## src/rtl/hdiv_pkg.sv

```systemverilog
package hdiv_pkg;

   // Phase of the alternating divider: short period first after reset.
   typedef enum logic {
      PH_SHORT = 1'b0,
      PH_LONG  = 1'b1
   } hdiv_phase_e;

   // Bits needed to hold values 0 .. n-1 (at least one bit).
   function automatic int unsigned bits_for(input int unsigned n);
      return (n <= 2) ? 1 : $clog2(n);
   endfunction

endpackage

```

## src/rtl/hdiv_gate.sv

```systemverilog
module hdiv_gate (
   input  logic clk,
   input  logic rst_n,
   input  logic gate_sel,
   input  logic ext_en,
   output logic run
);

   // Count unless gating is selected and the enable pin is low.
   assign run = ~gate_sel | ext_en;

   AST_FREE_RUN_IGNORES_PIN: assert property (@(posedge clk) disable iff (!rst_n)
      !gate_sel |-> run);

   AST_GATED_FOLLOWS_PIN: assert property (@(posedge clk) disable iff (!rst_n)
      gate_sel |-> (run == ext_en));

endmodule

```

## src/rtl/hdiv_period.sv

```systemverilog
module hdiv_period
   import hdiv_pkg::*;
#(
   parameter int unsigned SHORT_CYCLES = 41
) (
   input  logic clk,
   input  logic rst_n,
   input  logic run,
   output logic wrap,
   output logic tick_o
);

   localparam int unsigned LONG_CYCLES = SHORT_CYCLES + 1;
   localparam int unsigned CNT_W       = bits_for(LONG_CYCLES);
   localparam logic [CNT_W-1:0] LAST_SHORT = CNT_W'(SHORT_CYCLES - 1);
   localparam logic [CNT_W-1:0] LAST_LONG  = CNT_W'(LONG_CYCLES - 1);

   if (SHORT_CYCLES < 2) begin : g_bad_short
      $error("hdiv_period: SHORT_CYCLES must be at least 2");
   end

   logic [CNT_W-1:0] cnt_q;
   hdiv_phase_e      phase_q;
   logic [CNT_W-1:0] last_cnt;

   // Terminal count depends on which half of the 83-cycle pair is running.
   assign last_cnt = (phase_q == PH_LONG) ? LAST_LONG : LAST_SHORT;
   assign wrap     = run && (cnt_q == last_cnt);

   always_ff @(posedge clk or negedge rst_n) begin
      if (!rst_n) begin
         cnt_q   <= '0;
         phase_q <= PH_SHORT;
         tick_o  <= 1'b0;
      end else begin
         tick_o <= wrap;
         if (wrap) begin
            cnt_q   <= '0;
            phase_q <= (phase_q == PH_LONG) ? PH_SHORT : PH_LONG;
         end else if (run) begin
            cnt_q <= cnt_q + 1'b1;
         end
      end
   end

   AST_CNT_BOUND: assert property (@(posedge clk) disable iff (!rst_n)
      cnt_q <= LAST_LONG);

   AST_TICK_PULSE: assert property (@(posedge clk) disable iff (!rst_n)
      tick_o |=> !tick_o);

   AST_PHASE_FLIPS_ON_TICK: assert property (@(posedge clk) disable iff (!rst_n)
      tick_o |-> (phase_q != $past(phase_q)));

   AST_HOLD_WHEN_STOPPED: assert property (@(posedge clk) disable iff (!rst_n)
      !run |=> ($stable(cnt_q) && $stable(phase_q) && !tick_o));

endmodule

```

## src/rtl/hdiv_subdiv.sv

```systemverilog
module hdiv_subdiv
   import hdiv_pkg::*;
#(
   parameter int unsigned SUB_RATIO = 4
) (
   input  logic clk,
   input  logic rst_n,
   input  logic wrap,
   input  logic ref_tick_i,
   output logic snd_o
);

   localparam int unsigned SUB_W = bits_for(SUB_RATIO);
   localparam logic [SUB_W-1:0] SUB_LAST = SUB_W'(SUB_RATIO - 1);

   if (SUB_RATIO < 2) begin : g_bad_ratio
      $error("hdiv_subdiv: SUB_RATIO must be at least 2");
   end

   logic [SUB_W-1:0] sub_q;
   logic             sub_end;
   logic [SUB_W-1:0] sub_next;

   assign sub_end = (sub_q == SUB_LAST);

   if ((SUB_RATIO & (SUB_RATIO - 1)) == 0) begin : g_pow2
      // Power-of-two ratio wraps naturally.
      assign sub_next = sub_q + 1'b1;
   end else begin : g_modulo
      assign sub_next = sub_end ? '0 : sub_q + 1'b1;
   end

   always_ff @(posedge clk or negedge rst_n) begin
      if (!rst_n) begin
         sub_q <= '0;
         snd_o <= 1'b0;
      end else begin
         snd_o <= wrap && sub_end;
         if (wrap) begin
            sub_q <= sub_next;
         end
      end
   end

   AST_SOUND_WITH_REFRESH: assert property (@(posedge clk) disable iff (!rst_n)
      snd_o |-> ref_tick_i);

   AST_SOUND_PULSE: assert property (@(posedge clk) disable iff (!rst_n)
      snd_o |=> !snd_o);

   AST_SUB_HOLD: assert property (@(posedge clk) disable iff (!rst_n)
      !wrap |=> $stable(sub_q));

endmodule

```

## src/rtl/refsnd_divider.sv

```systemverilog
module refsnd_divider #(
   parameter int unsigned SHORT_CYCLES = 41,
   parameter int unsigned SUB_RATIO    = 4
) (
   input  logic clk,
   input  logic rst_n,
   input  logic gate_sel,
   input  logic ext_en,
   output logic refresh_tick,
   output logic sound_tick
);

   logic run;
   logic wrap;

   hdiv_gate gate_i (
      .clk      (clk),
      .rst_n    (rst_n),
      .gate_sel (gate_sel),
      .ext_en   (ext_en),
      .run      (run)
   );

   hdiv_period #(
      .SHORT_CYCLES (SHORT_CYCLES)
   ) period_i (
      .clk    (clk),
      .rst_n  (rst_n),
      .run    (run),
      .wrap   (wrap),
      .tick_o (refresh_tick)
   );

   hdiv_subdiv #(
      .SUB_RATIO (SUB_RATIO)
   ) subdiv_i (
      .clk        (clk),
      .rst_n      (rst_n),
      .wrap       (wrap),
      .ref_tick_i (refresh_tick),
      .snd_o      (sound_tick)
   );

   AST_RESET_QUIET: assert property (@(posedge clk)
      !rst_n |-> (!refresh_tick && !sound_tick));

   AST_GATED_NO_TICK: assert property (@(posedge clk) disable iff (!rst_n)
      (gate_sel && !ext_en) |=> (!refresh_tick && !sound_tick));

endmodule

```

## config.mk

```make
export PLATFORM = sky130hd
export DESIGN_NAME = refsnd_divider
export DESIGN_NICKNAME = d
export VERILOG_FILES = /design/src/rtl/hdiv_pkg.sv /design/src/rtl/hdiv_gate.sv /design/src/rtl/hdiv_period.sv /design/src/rtl/hdiv_subdiv.sv /design/src/rtl/refsnd_divider.sv
export SDC_FILE = /design/constraint.sdc
export NUM_CORES = 1
export LEC_CHECK = 0
export ABC_CLOCK_PERIOD_IN_PS = 1300
export BUFFER_PORTS_ARGS = -buffer_cell sky130_fd_sc_hd__buf_4
export CAP_MARGIN = 5
export CORE_AREA = 2 2 39 41
export DETAILED_ROUTE_END_ITERATION = 8
export DIE_AREA = 0 0 41 43
export GPL_TIMING_DRIVEN = 0
export PLACE_DENSITY_LB_ADDON = 0.25
export SLEW_MARGIN = 20
export SYNTH_ARGS = -nofsm -noshare
export SYNTH_HDL_FRONTEND = slang
export SYNTH_SLANG_ARGS = --single-unit
```

## constraint.sdc

```tcl
create_clock -name clk -period 1.3 [get_ports clk]
set_input_delay 0.26 -clock clk [delete_from_list [all_inputs] [get_ports clk]]
set_output_delay 0.26 -clock clk [all_outputs]
set_load 0.02 [all_outputs]
```

==> summary.md, run 1 <==
| Metric | Value |
|---|---|
| FMAX | `678 MHz` |
| Reg2reg setup slack | `-0.18 ns` |
| Total Routing Usage GR | `0.171` |
| Failing checks | `setup timing` |
| Gate Count Post-Synth | `45` |
| Seq/Total Area, Yosys | `0.492` |
| Slew Viols, Final | `0` |
| CP startpoint kind | `flop` |
| Core area | `1380 um^2` |
| VDD IR max | `1.07 mV` |
| Nets@finish | `68` |
| Initial antenna violation count | `0` |
| CP required | `1.47 ns` |
| DR vias/cell | `5.39` |
| Worst-case clock buffer depth | `2` |
| Htree depth | `1` |
| Final setup TNS | `-0.961 ns` |
| Final Hold Fails | `0` |
| Period utilization | `1.14` |
| Tot Pwr | `0.00183 W` |
| Netlist cell types | `26` |
| Share of layout cells above drive strength 1 | `0.426` |
| Critical path class | `reg -> reg` |
| Syn nets | `51` |
| Outcome | `finished with violations` |
| Crit path largest cell delay | `0.43 ns` |
| Endpoint class of the critical path | `flop` |
| Num rows | `14` |
| Yosys warnings | `0` |
| # IOs | `6` |
| Crit path cell chain | `nor4b_4 > nand4_4 > mux2_4` |
| Vias in the first global route | `450` |
| Final Routed Wirelength | `1080 um` |
| CTS tree | `done` |
| Chip Width | `41 um` |
| DR WL/cell | `14.0 um` |
| Global-route wire length before repair | `1970 um` |
| Routability cong. | `0.745` |
| Hold Crit Class | `in -> async` |
| Starting Density | `0.404` |
| Clk Tree Root Cell | `clkbuf_4` |
| Cts bufs inserted | `3` |
| First-pass DRT Iterations | `4` |
| Max_slew headroom | `0.752` |
| Fin crit period | `1.48 ns` |
| Largest net degree at the start of global routing | `12` |
| Vias | `415` |
| ANT cells | `0` |
| Cell Pwr Density | `2440 nW/um^2` |
| Core Util, Final | `0.541` |
| CTS clock-pin slew for the worst setup and hold paths | `0.07 ns` |
| Max Clock Skew | `0.000666 ns` |
| Syn_area_per_cell | `12.4 um^2` |
| Number of synthesized register bits | `11` |
| P&R area growth vs syn | `33.8%` |
| I/O Buffers | `5` |
| DRT antenna net count | `0` |
| Worst setup path startpoint | `period_i.cnt_q[2]` |
| Remaining global-route overflow | `0` |
| Die area | `1760 um^2` |
| Worst skew pair latency | `0.28 ns` |
| Max-cap violations | `0` |
| RSZ-0062 raised after global routing | `true` |
| Post-Syn Area | `559 um^2` |
| WP data arrival | `1.64 ns` |
| R2R Path Start | `period_i.cnt_q[2]` |
| DR DRC count | `0` |
| Setup violators final | `9` |
| Pin slew with the least headroom to its limit | `0.370 ns` |
| Hold_ws | `0.350 ns` |
| Final worst setup slack | `-0.176 ns` |
| CP Max Fanout | `4` |
| Die H | `43 um` |
| Clk sinks | `11` |
| Initial DRC Count | `4` |
| Leak | `0.344 nW` |
| Slowest CP cell | `dfrtp_2` |
## stage by stage
stage / setup WS (ns) / cells / cell area (um^2)
finish: -0.176 / 77 / 748
global route: -0.214 / 77 / 748
CTS: -0.118 / 77 / 729
detailed placement: -0.240 / 66 / 626
global placement: -0.231 / 66 / 626
floorplan: -0.134 / 45 / 568
## path summary, 6_finish.rpt
check	end	cells after the start
min in group clk	period_i.cnt_q[0]	3
max in group asynchronous	period_i.cnt_q[2]	2
worst min-delay path	period_i.cnt_q[5]	2
worst max register to register	subdiv_i.sub_q[1]	3
worst min register to register	subdiv_i.sub_q[0]	1
worst max-delay path	subdiv_i.sub_q[1]	3
## area by class of cell
class                   count  area (um^2)
plain buffers               1         5.00
clock buffers               4         26.3
fillers                   116          636
inverters                   3         11.3
multi-input cells          30          308
flip-flops and latches     11          278
well taps                  16         20.0
repair buffers             12          100
## synthesized netlist by cell type, drive strengths merged
cell type | n | area share
or3b | 1 | 0.016
nor4b | 1 | 0.043
a41oi | 1 | 0.016
xnor2 | 4 | 0.063
a31oi | 1 | 0.011
or2b | 1 | 0.013
nand4 | 3 | 0.060
inv | 3 | 0.020
a32o | 1 | 0.018
o21ai | 1 | 0.0089
a311oi | 1 | 0.016
a21oi | 1 | 0.0089
nand3 | 1 | 0.0089
nand2b | 2 | 0.022
nor2 | 1 | 0.0067
mux2 | 1 | 0.027
clkbuf | 1 | 0.0089
a22o | 2 | 0.031
a211oi | 1 | 0.013
a21o | 1 | 0.013
and4 | 1 | 0.016
ha | 2 | 0.045
and2 | 1 | 0.011
dfrtp | 11 | 0.49
nor2b | 1 | 0.011
## layout by cell type (no fill, tap or decap), drive strengths merged, types with 2 or more instances in the layout
cell type,count
buf,11
nand4,3
a22o,2
dfrtp,11
clkbuf,5
nand2b,2
ha,2
xnor2,4
inv,3
## report_power, final
| part | internal, W | leakage (nW) | switching, W |
|---|---|---|---|
| Sequential | 0.000498 | 0.131 | 0.000199 |
| Combinational | 0.000490 | 0.198 | 0.000393 |
| Clock | 0.000119 | 0.0150 | 0.000129 |
## cells by family after synthesis
| family | Yosys count | synth area share |
|---|---|---|
| DFF | 11 | 0.492 |
| adders and majority gates | 2 | 0.0447 |
| muxes | 1 | 0.0268 |
| and+or+nand+nor | 13 | 0.208 |
| xor gates and xnor gates | 4 | 0.0626 |
| AOI/OAI and AO/OA | 10 | 0.136 |
| buffers and inverters | 4 | 0.0291 |
## metal layers
metal  share of wire  GRT usage  wire length (um)  up-vias
met5               0          0                 0        -
met4           0.015     0.0800                16        0
li1                -          -                 -      198
met1            0.48      0.224               516      203
met3           0.037     0.0628                40        3
met2            0.47      0.241               506       11
## registers in the layout, summed over array words and instances (netlist names)
register	count
period_i.phase_q	1
period_i.tick_o	1
subdiv_i.sub_q	2
period_i.cnt_q	6
subdiv_i.snd_o	1
## worst max-delay path: cells and delay by family, from the launching register on
family / cells / cell delay [ns]
flip-flops: 1 / 0.43
multiplexers: 1 / 0.34
AND/OR/NAND/NOR: 2 / 0.60
## what timing repair did
action | 4_1_cts | 5_1_grt
resized for setup | 3 | 6
cloned | 0 | 0
endpoints found under the setup margin | 7 | 10
buffers inserted | 6 | 0
hold buffers | 1 | 0
endpoints found under the hold margin | 11 | 0
pin swaps | 3 | 2
(Power assumes the default switching activity.)
==> run 2, diff against run 1 <==
--- a/config.mk
+++ b/config.mk
@@ -5,7 +5,8 @@
 export SDC_FILE = /design/constraint.sdc
 export NUM_CORES = 1
 export LEC_CHECK = 0
-export ABC_CLOCK_PERIOD_IN_PS = 1300
+export ABC_AREA = 1
+export ABC_CLOCK_PERIOD_IN_PS = 1800
 export BUFFER_PORTS_ARGS = -buffer_cell sky130_fd_sc_hd__buf_4
 export CAP_MARGIN = 5
 export CORE_AREA = 2 2 39 41
==> constraint.sdc (replaced) <==
create_clock -name clk -period 1.8 [get_ports clk]
set_input_delay 0.36 -clock clk [delete_from_list [all_inputs] [get_ports clk]]
set_output_delay 0.36 -clock clk [all_outputs]
set_load 0.02 [all_outputs]
==> run 2 against run 1 <==
Against the previous run: the flow now finishes without violations; flip-flop and latch count unchanged; non-clock buffer count down 7; combinational power down 55%; synthesized area up 9.8%; clock skew up 0.0042 ns; critical path depth down 2; synthesized cell count up 76%; largest cell class unchanged; highest routed layer unchanged.
==> summary.md, run 2 <==
| Metric | Value |
|---|---|
| Outcome | `complete, no violations` |
| CP required | `1.44 ns` |
| Cell Pwr Density | `1420 nW/um^2` |
| Critical path class | `reg -> out` |
| Placed cell area | `672 um^2` |
| Max-cap violations | `0` |
| Async S/R FF share, synth | `1.00` |
| Core area | `1380 um^2` |
| Most frequent cells in the layout | `28 x nand2_1, 11 x dfrtp_1, 8 x inv_1` |
| CP startpoint kind | `flop` |
| Remaining global-route overflow | `0` |
| First-pass DRT Iterations | `4` |
| Clk Tree Root Cell | `clkbuf_4` |
| DR DRC count | `0` |
| Vias in the first global route | `438` |
| Post-Syn Area | `614 um^2` |
| DP HPWL | `773 um` |
| Worst skew pair latency | `0.26 ns` |
| CTS tree | `done` |
| VDD IR max | `0.595 mV` |
| Die area | `1760 um^2` |
| Global routing usage on met1 | `0.209` |
| Largest register by flop count | `period_i.cnt_q` |
| Yosys top cell by area | `dfrtp_1` |
| Hold Crit Class | `in -> reg` |
| Most common cell after layout, fill and taps aside | `nand2_1` |
| CP Max Fanout | `1` |
| Htree depth | `1` |
| Simple-Gate Fraction of Synth Area | `0.407` |
| Global-route wire length before repair | `1830 um` |
| P&R area growth vs syn | `15.3%` |
| Bufs and invs on worst path | `1` |
| WP data arrival | `0.79 ns` |
| Setup violators final | `0` |
| Num rows | `14` |
| Endpoint class of the critical path | `primary output` |
| Worst-case clock buffer depth | `2` |
| Max Clock Skew | `0.00489 ns` |
| Cts bufs inserted | `3` |
| Syn_area_per_cell | `7.78 um^2` |
| Slew Viols, Final | `0` |
| Chip Width | `41 um` |
| Top cells by area, synth | `dfrtp_1 45%, nand2_1 17%, nor2_2 5.1%` |
| Number of synthesized register bits | `11` |
| Hold_ws | `0.381 ns` |
| Largest register FFs | `6` |
| Netlist cell types | `17` |
| DR vias/cell | `4.75` |
| Nets@finish | `96` |
| Final Routed Wirelength | `1000 um` |
| Largest family of logic cells by synthesized area | `simple AND/OR/NAND/NOR gates` |
| Period utilization | `0.639` |
| Main synth FF type | `dfrtp_1` |
| Max_slew headroom | `0.870` |
| Yosys warnings | `0` |
| Crit path cell chain | `buf_4` |
| GRT met2 Usage | `0.216` |
| Synth Area in XOR/XNOR | `0.0143` |
| Leak | `0.387 nW` |
| DR WL/cell | `9.52 um` |
| Vias | `499` |
| Syn nets | `85` |
| Met3 usage | `0.0628` |
| Seq/Total Area, Yosys | `0.448` |
| Final instance area | `708 um^2` |
| Slowest CP cell | `dfrtp_1` |
| Top-count cell post-synth | `nand2_1` |
| Routability cong. | `0.721` |
| # IOs | `6` |
| Tot Pwr | `0.00101 W` |
| Die H | `43 um` |
| Synth top area share | `0.448` |
| I/O Buffers | `5` |
| Pin slew with the least headroom to its limit | `0.195 ns` |
| Share of layout cells above drive strength 1 | `0.225` |
| Mux cell area share after synthesis | `0` |
| Gate Count Post-Synth | `79` |
| Starting Density | `0.444` |
| Cts repair resizes | `0` |
| Crit path largest cell delay | `0.37 ns` |
| Final setup TNS | `0 ns` |
| Final Hold Fails | `0` |
| Post-synth top cells | `28 x nand2_1, 11 x dfrtp_1, 8 x inv_1` |
| Total Routing Usage GR | `0.161` |
| Initial DRC Count | `11` |
| DRT antenna net count | `0` |
| Post-synth EDFFs | `0` |
| Regs by FF count | `period_i.cnt_q x6, subdiv_i.sub_q x2` |
| ANT cells | `0` |
| RSZ-0062 raised after global routing | `false` |
| Initial antenna violation count | `0` |
| Fin crit period | `1.15 ns` |
| Largest net degree at the start of global routing | `12` |
| CTS clock-pin slew for the worst setup and hold paths | `0.07 ns` |
| Most Crowded Layer GR | `met2` |
| FMAX | `870 MHz` |
| Clk sinks | `11` |
| CP delay by family, top | `flip-flops` |
| Synth Area in Compound Gates | `0.0163` |
| Adder-cell area share of the yosys netlist | `0.0407` |
-- run 2: cell count changes in the layout (fill, tap and decap cells not counted), moves of 2 or more --
cell,before,now
nor2_2,1,5
nor2_4,0,2
inv_1,2,8
nand2b_1,2,0
nor2_1,0,6
nand2_1,0,28
xnor2_1,2,0
buf_4,9,5
inv_2,1,3
nand3_1,0,5
buf_6,2,0
dfrtp_2,2,0
dfrtp_1,9,11
a22o_1,2,0
-- run 2: cell families after synthesis --
family                   count (synthesis)
AO/OA/AOI/OAI                            2
XOR/XNOR                                 1
adder cells (fa/ha/maj)                  2
buffers and inverters                   12
flip-flops                              11
AND/OR/NAND/NOR                         51
-- run 2: area by class of cell --
cell class / count / area, um^2
Fill cell: 136 / 676
Multi-Input combinational cell: 56 / 294
Clock buffer: 4 / 26.3
Sequential cell: 11 / 275
Tap cell: 16 / 20.0
Timing Repair Buffer: 6 / 47.5
Inverter: 12 / 45.0
-- run 2: final timing paths --
kind / from / endpoint / slack [ns] / depth (start not counted)
max: subdiv_i.snd_o / sound_tick / 0.65 / 1
min: ext_en / period_i.cnt_q[1] / 0.38 / 4
max reg2reg: period_i.cnt_q[4] / period_i.cnt_q[0] / 0.66 / 6
min reg2reg: subdiv_i.sub_q[1] / subdiv_i.sub_q[1] / 0.48 / 2
max in group asynchronous: rst_n / period_i.cnt_q[1] / 1.19 / 2
min in group asynchronous: rst_n / period_i.cnt_q[4] / 0.46 / 2
-- run 2: stage by stage --
stage / util / std cells / worst slack (ns)
floorplan: - / 79 / 0.763
global placement: 0.486 / 100 / 0.663
CTS: 0.512 / 105 / 0.634
detailed placement: 0.486 / 100 / 0.652
finish: 0.512 / 105 / 0.650
global route: 0.512 / 105 / 0.536
-- run 2: per-layer routing --
layer | wire length (um) | vias to the layer above
met4 | 15 | 0
li1 | - | 264
met5 | 0 | -
met2 | 464 | 17
met1 | 461 | 216
met3 | 58 | 2
-- run 2: where the power goes --
group	total, W	switching (W)	internal (W)
clock network	0.000165	0.0000796	0.0000857
registers	0.000443	0.000102	0.000340
logic	0.000399	0.000239	0.000160
-- run 2: what timing repair did --
item                                   CTS  global route
hold buffers                             1             0
endpoints found under the hold margin   11             0
setup buffers                            0             0
setup endpoints to repair                0             0
-- run 2: worst register-to-register path: cells and delay by family, from the launching register on --
| family | cells | cell delay [ns] |
|---|---|---|
| simple gates | 5 | 0.55 |
| flops | 1 | 0.41 |
| buf+inv | 1 | 0.08 |
==> run 3, diff against run 2 <==
--- a/config.mk
+++ b/config.mk
@@ -6,7 +6,7 @@
 export NUM_CORES = 1
 export LEC_CHECK = 0
 export ABC_AREA = 1
-export ABC_CLOCK_PERIOD_IN_PS = 1800
+export ABC_CLOCK_PERIOD_IN_PS = 1200
 export BUFFER_PORTS_ARGS = -buffer_cell sky130_fd_sc_hd__buf_4
 export CAP_MARGIN = 5
 export CORE_AREA = 2 2 39 41
==> constraint.sdc (replaced) <==
create_clock -name clk -period 1.2 [get_ports clk]
set_input_delay 0.24 -clock clk [delete_from_list [all_inputs] [get_ports clk]]
set_output_delay 0.24 -clock clk [all_outputs]
set_load 0.02 [all_outputs]
==> run 3 against run 2 <==
Against the previous run: global-route usage unchanged; core utilization rose by 1.6 points; first-iteration DRC count is 64% higher; critical path type is now reg -> reg; highest routed layer unchanged.
==> summary.md, run 3 (synthesis results as in run 2) <==
| Metric | Value |
|---|---|
| Slew Viols, Final | `0` |
| Fin crit period | `1.11 ns` |
| Regs by FF count | `period_i.cnt_q x6, subdiv_i.sub_q x2` |
| VDD IR max | `0.998 mV` |
| CP delay by family, top | `simple AND/OR/NAND/NOR gates` |
| Vias | `525` |
| R2R Path Start | `period_i.cnt_q[2]` |
| Starting Density | `0.444` |
| Pin slew with the least headroom to its limit | `0.212 ns` |
| Final setup TNS | `0 ns` |
| Worst skew pair latency | `0.27 ns` |
| Remaining global-route overflow | `0` |
| Die area | `1760 um^2` |
| CTS tree | `done` |
| CTS clock-pin slew for the worst setup and hold paths | `0.07 ns` |
| Cts bufs inserted | `3` |
| Worst hold start | `ext_en` |
| Crit path cell chain | `inv_1 > nand2_1 > nor2_4 > nand3_2 > nand2_1 > nor2_2` |
| Max Clock Skew | `0.00499 ns` |
| Bufs and invs on worst path | `1` |
| Placed insts | `100` |
| Htree depth | `1` |
| Routability cong. | `0.721` |
| Initial antenna violation count | `0` |
| Clk Tree Root Cell | `clkbuf_4` |
| R2R depth | `6` |
| Final Routed Wirelength | `1030 um` |
| Initial DRC Count | `18` |
| Outcome | `complete, no violations` |
| Most common cell on crit path | `nand2_1` |
| Final instance area | `731 um^2` |
| Nets@finish | `98` |
| Global-route wire length before repair | `1830 um` |
| Max-cap violations | `0` |
| Most common cell after layout, fill and taps aside | `nand2_1` |
| Endpoint class of the critical path | `flop` |
| Placed cell area | `672 um^2` |
| Setup violators final | `0` |
| DR vias/cell | `4.91` |
| Share of layout cells above drive strength 1 | `0.242` |
| FMAX | `904 MHz` |
| Largest register FFs | `6` |
| CP required | `1.36 ns` |
| Reg2reg setup slack | `0.09 ns` |
| Core area | `1380 um^2` |
| Crit path largest cell delay | `0.43 ns` |
| Chip Width | `41 um` |
| DP HPWL | `773 um` |
| RSZ-0062 raised after global routing | `true` |
| P&R area growth vs syn | `18.9%` |
| Hold Path Sink | `period_i.cnt_q[1]` |
| Reg2reg end | `period_i.cnt_q[3]` |
| First-pass DRT Iterations | `4` |
| Total Routing Usage GR | `0.161` |
| CP Max Fanout | `5` |
| Post-Layout Cell Count | `107` |
| Vias in the first global route | `438` |
| Worst Hold Path Cells | `4` |
| Leak | `0.394 nW` |
| # IOs | `6` |
| CP startpoint kind | `flop` |
| Final Hold Fails | `0` |
| ANT cells | `0` |
| Hold Crit Class | `in -> reg` |
| DRT antenna net count | `0` |
| Largest register by flop count | `period_i.cnt_q` |
| Worst setup path startpoint | `period_i.cnt_q[2]` |
| Slowest CP cell | `dfrtp_1` |
| Die H | `43 um` |
| Clk sinks | `11` |
| Most frequent cells in the layout | `28 x nand2_1, 11 x dfrtp_1, 8 x inv_1` |
| Period utilization | `0.922` |
| Num rows | `14` |
| Largest net degree at the start of global routing | `12` |
| DR DRC count | `0` |
| I/O Buffers | `5` |
| DR WL/cell | `9.59 um` |
| Cell Pwr Density | `2150 nW/um^2` |
| WP data arrival | `1.27 ns` |
| Max_slew headroom | `0.859` |
| Worst-case clock buffer depth | `2` |
| Critical path class | `reg -> reg` |
-- run 3: cell count changes in the layout (fill, tap and decap cells not counted) --
cell,before,now
nor2_4,2,3
nor2_2,5,4
nand3_2,0,1
buf_4,5,6
-- run 3: worst max path at each step --
stage / cells after the start / slack (ns) / endpoint
after global placement: 6 / 0.07 / period_i.cnt_q[1]
final: 6 / 0.09 / period_i.cnt_q[3]
after global routing: 6 / 0.000001 / period_i.cnt_q[3]
after CTS: 6 / 0.06 / period_i.cnt_q[3]
after detailed placement: 6 / 0.06 / period_i.cnt_q[3]
after floorplan: 4 / 0.16 / period_i.cnt_q[2]
-- run 3: repair_timing --
item / 4_1_cts / 5_1_grt
setup endpoints to repair: 0 / 8
buffers inserted: 0 / 1
gates resized for setup: 0 / 1
hold buffers: 1 / 0
hold endpoints to repair: 11 / 0
-- run 3: cell type report --
cell class              count  area, um^2
clock buffers               4        26.3
flip-flops and latches     11         275
fillers                   136         653
multi-input cells          57         309
well taps                  16        20.0
inverters                  12        45.0
repair buffers              7        55.1
-- run 3: power breakdown --
part / switching [W] / internal [W]
sequential: 0.000160 / 0.000510
clock: 0.000122 / 0.000129
combinational: 0.000389 / 0.000259
total: 0.000671 / 0.000898
-- run 3: worst min-delay path: stages --
cell	delay, ns
buf_4	0.10
nor2_4	0.05
nand2_1	0.05
nand2_1	0.05
-- run 3: layer usage --
| layer | vias up | routed length (um) | track usage |
|---|---|---|---|
| met5 | - | 0 | 0 |
| met4 | 0 | 23 | 0.100 |
| met3 | 4 | 67 | 0.0628 |
| met2 | 17 | 466 | 0.216 |
| met1 | 235 | 468 | 0.209 |
| li1 | 269 | - | - |
-- run 3: per-stage QoR --
| step | setup slack [ns] | hold slack [ns] | util | total power (W) |
|---|---|---|---|---|
| after floorplan | 0.163 | -0.0556 | - | 0.00115 |
| after global placement | 0.0736 | 0.0831 | 0.486 | 0.00125 |
| after detailed placement | 0.0633 | 0.0832 | 0.486 | 0.00127 |
| after CTS | 0.0556 | 0.257 | 0.512 | 0.00153 |
| after global routing | 0.000000999 | 0.277 | 0.528 | 0.00174 |
| final | 0.0933 | 0.258 | 0.528 | 0.00157 |
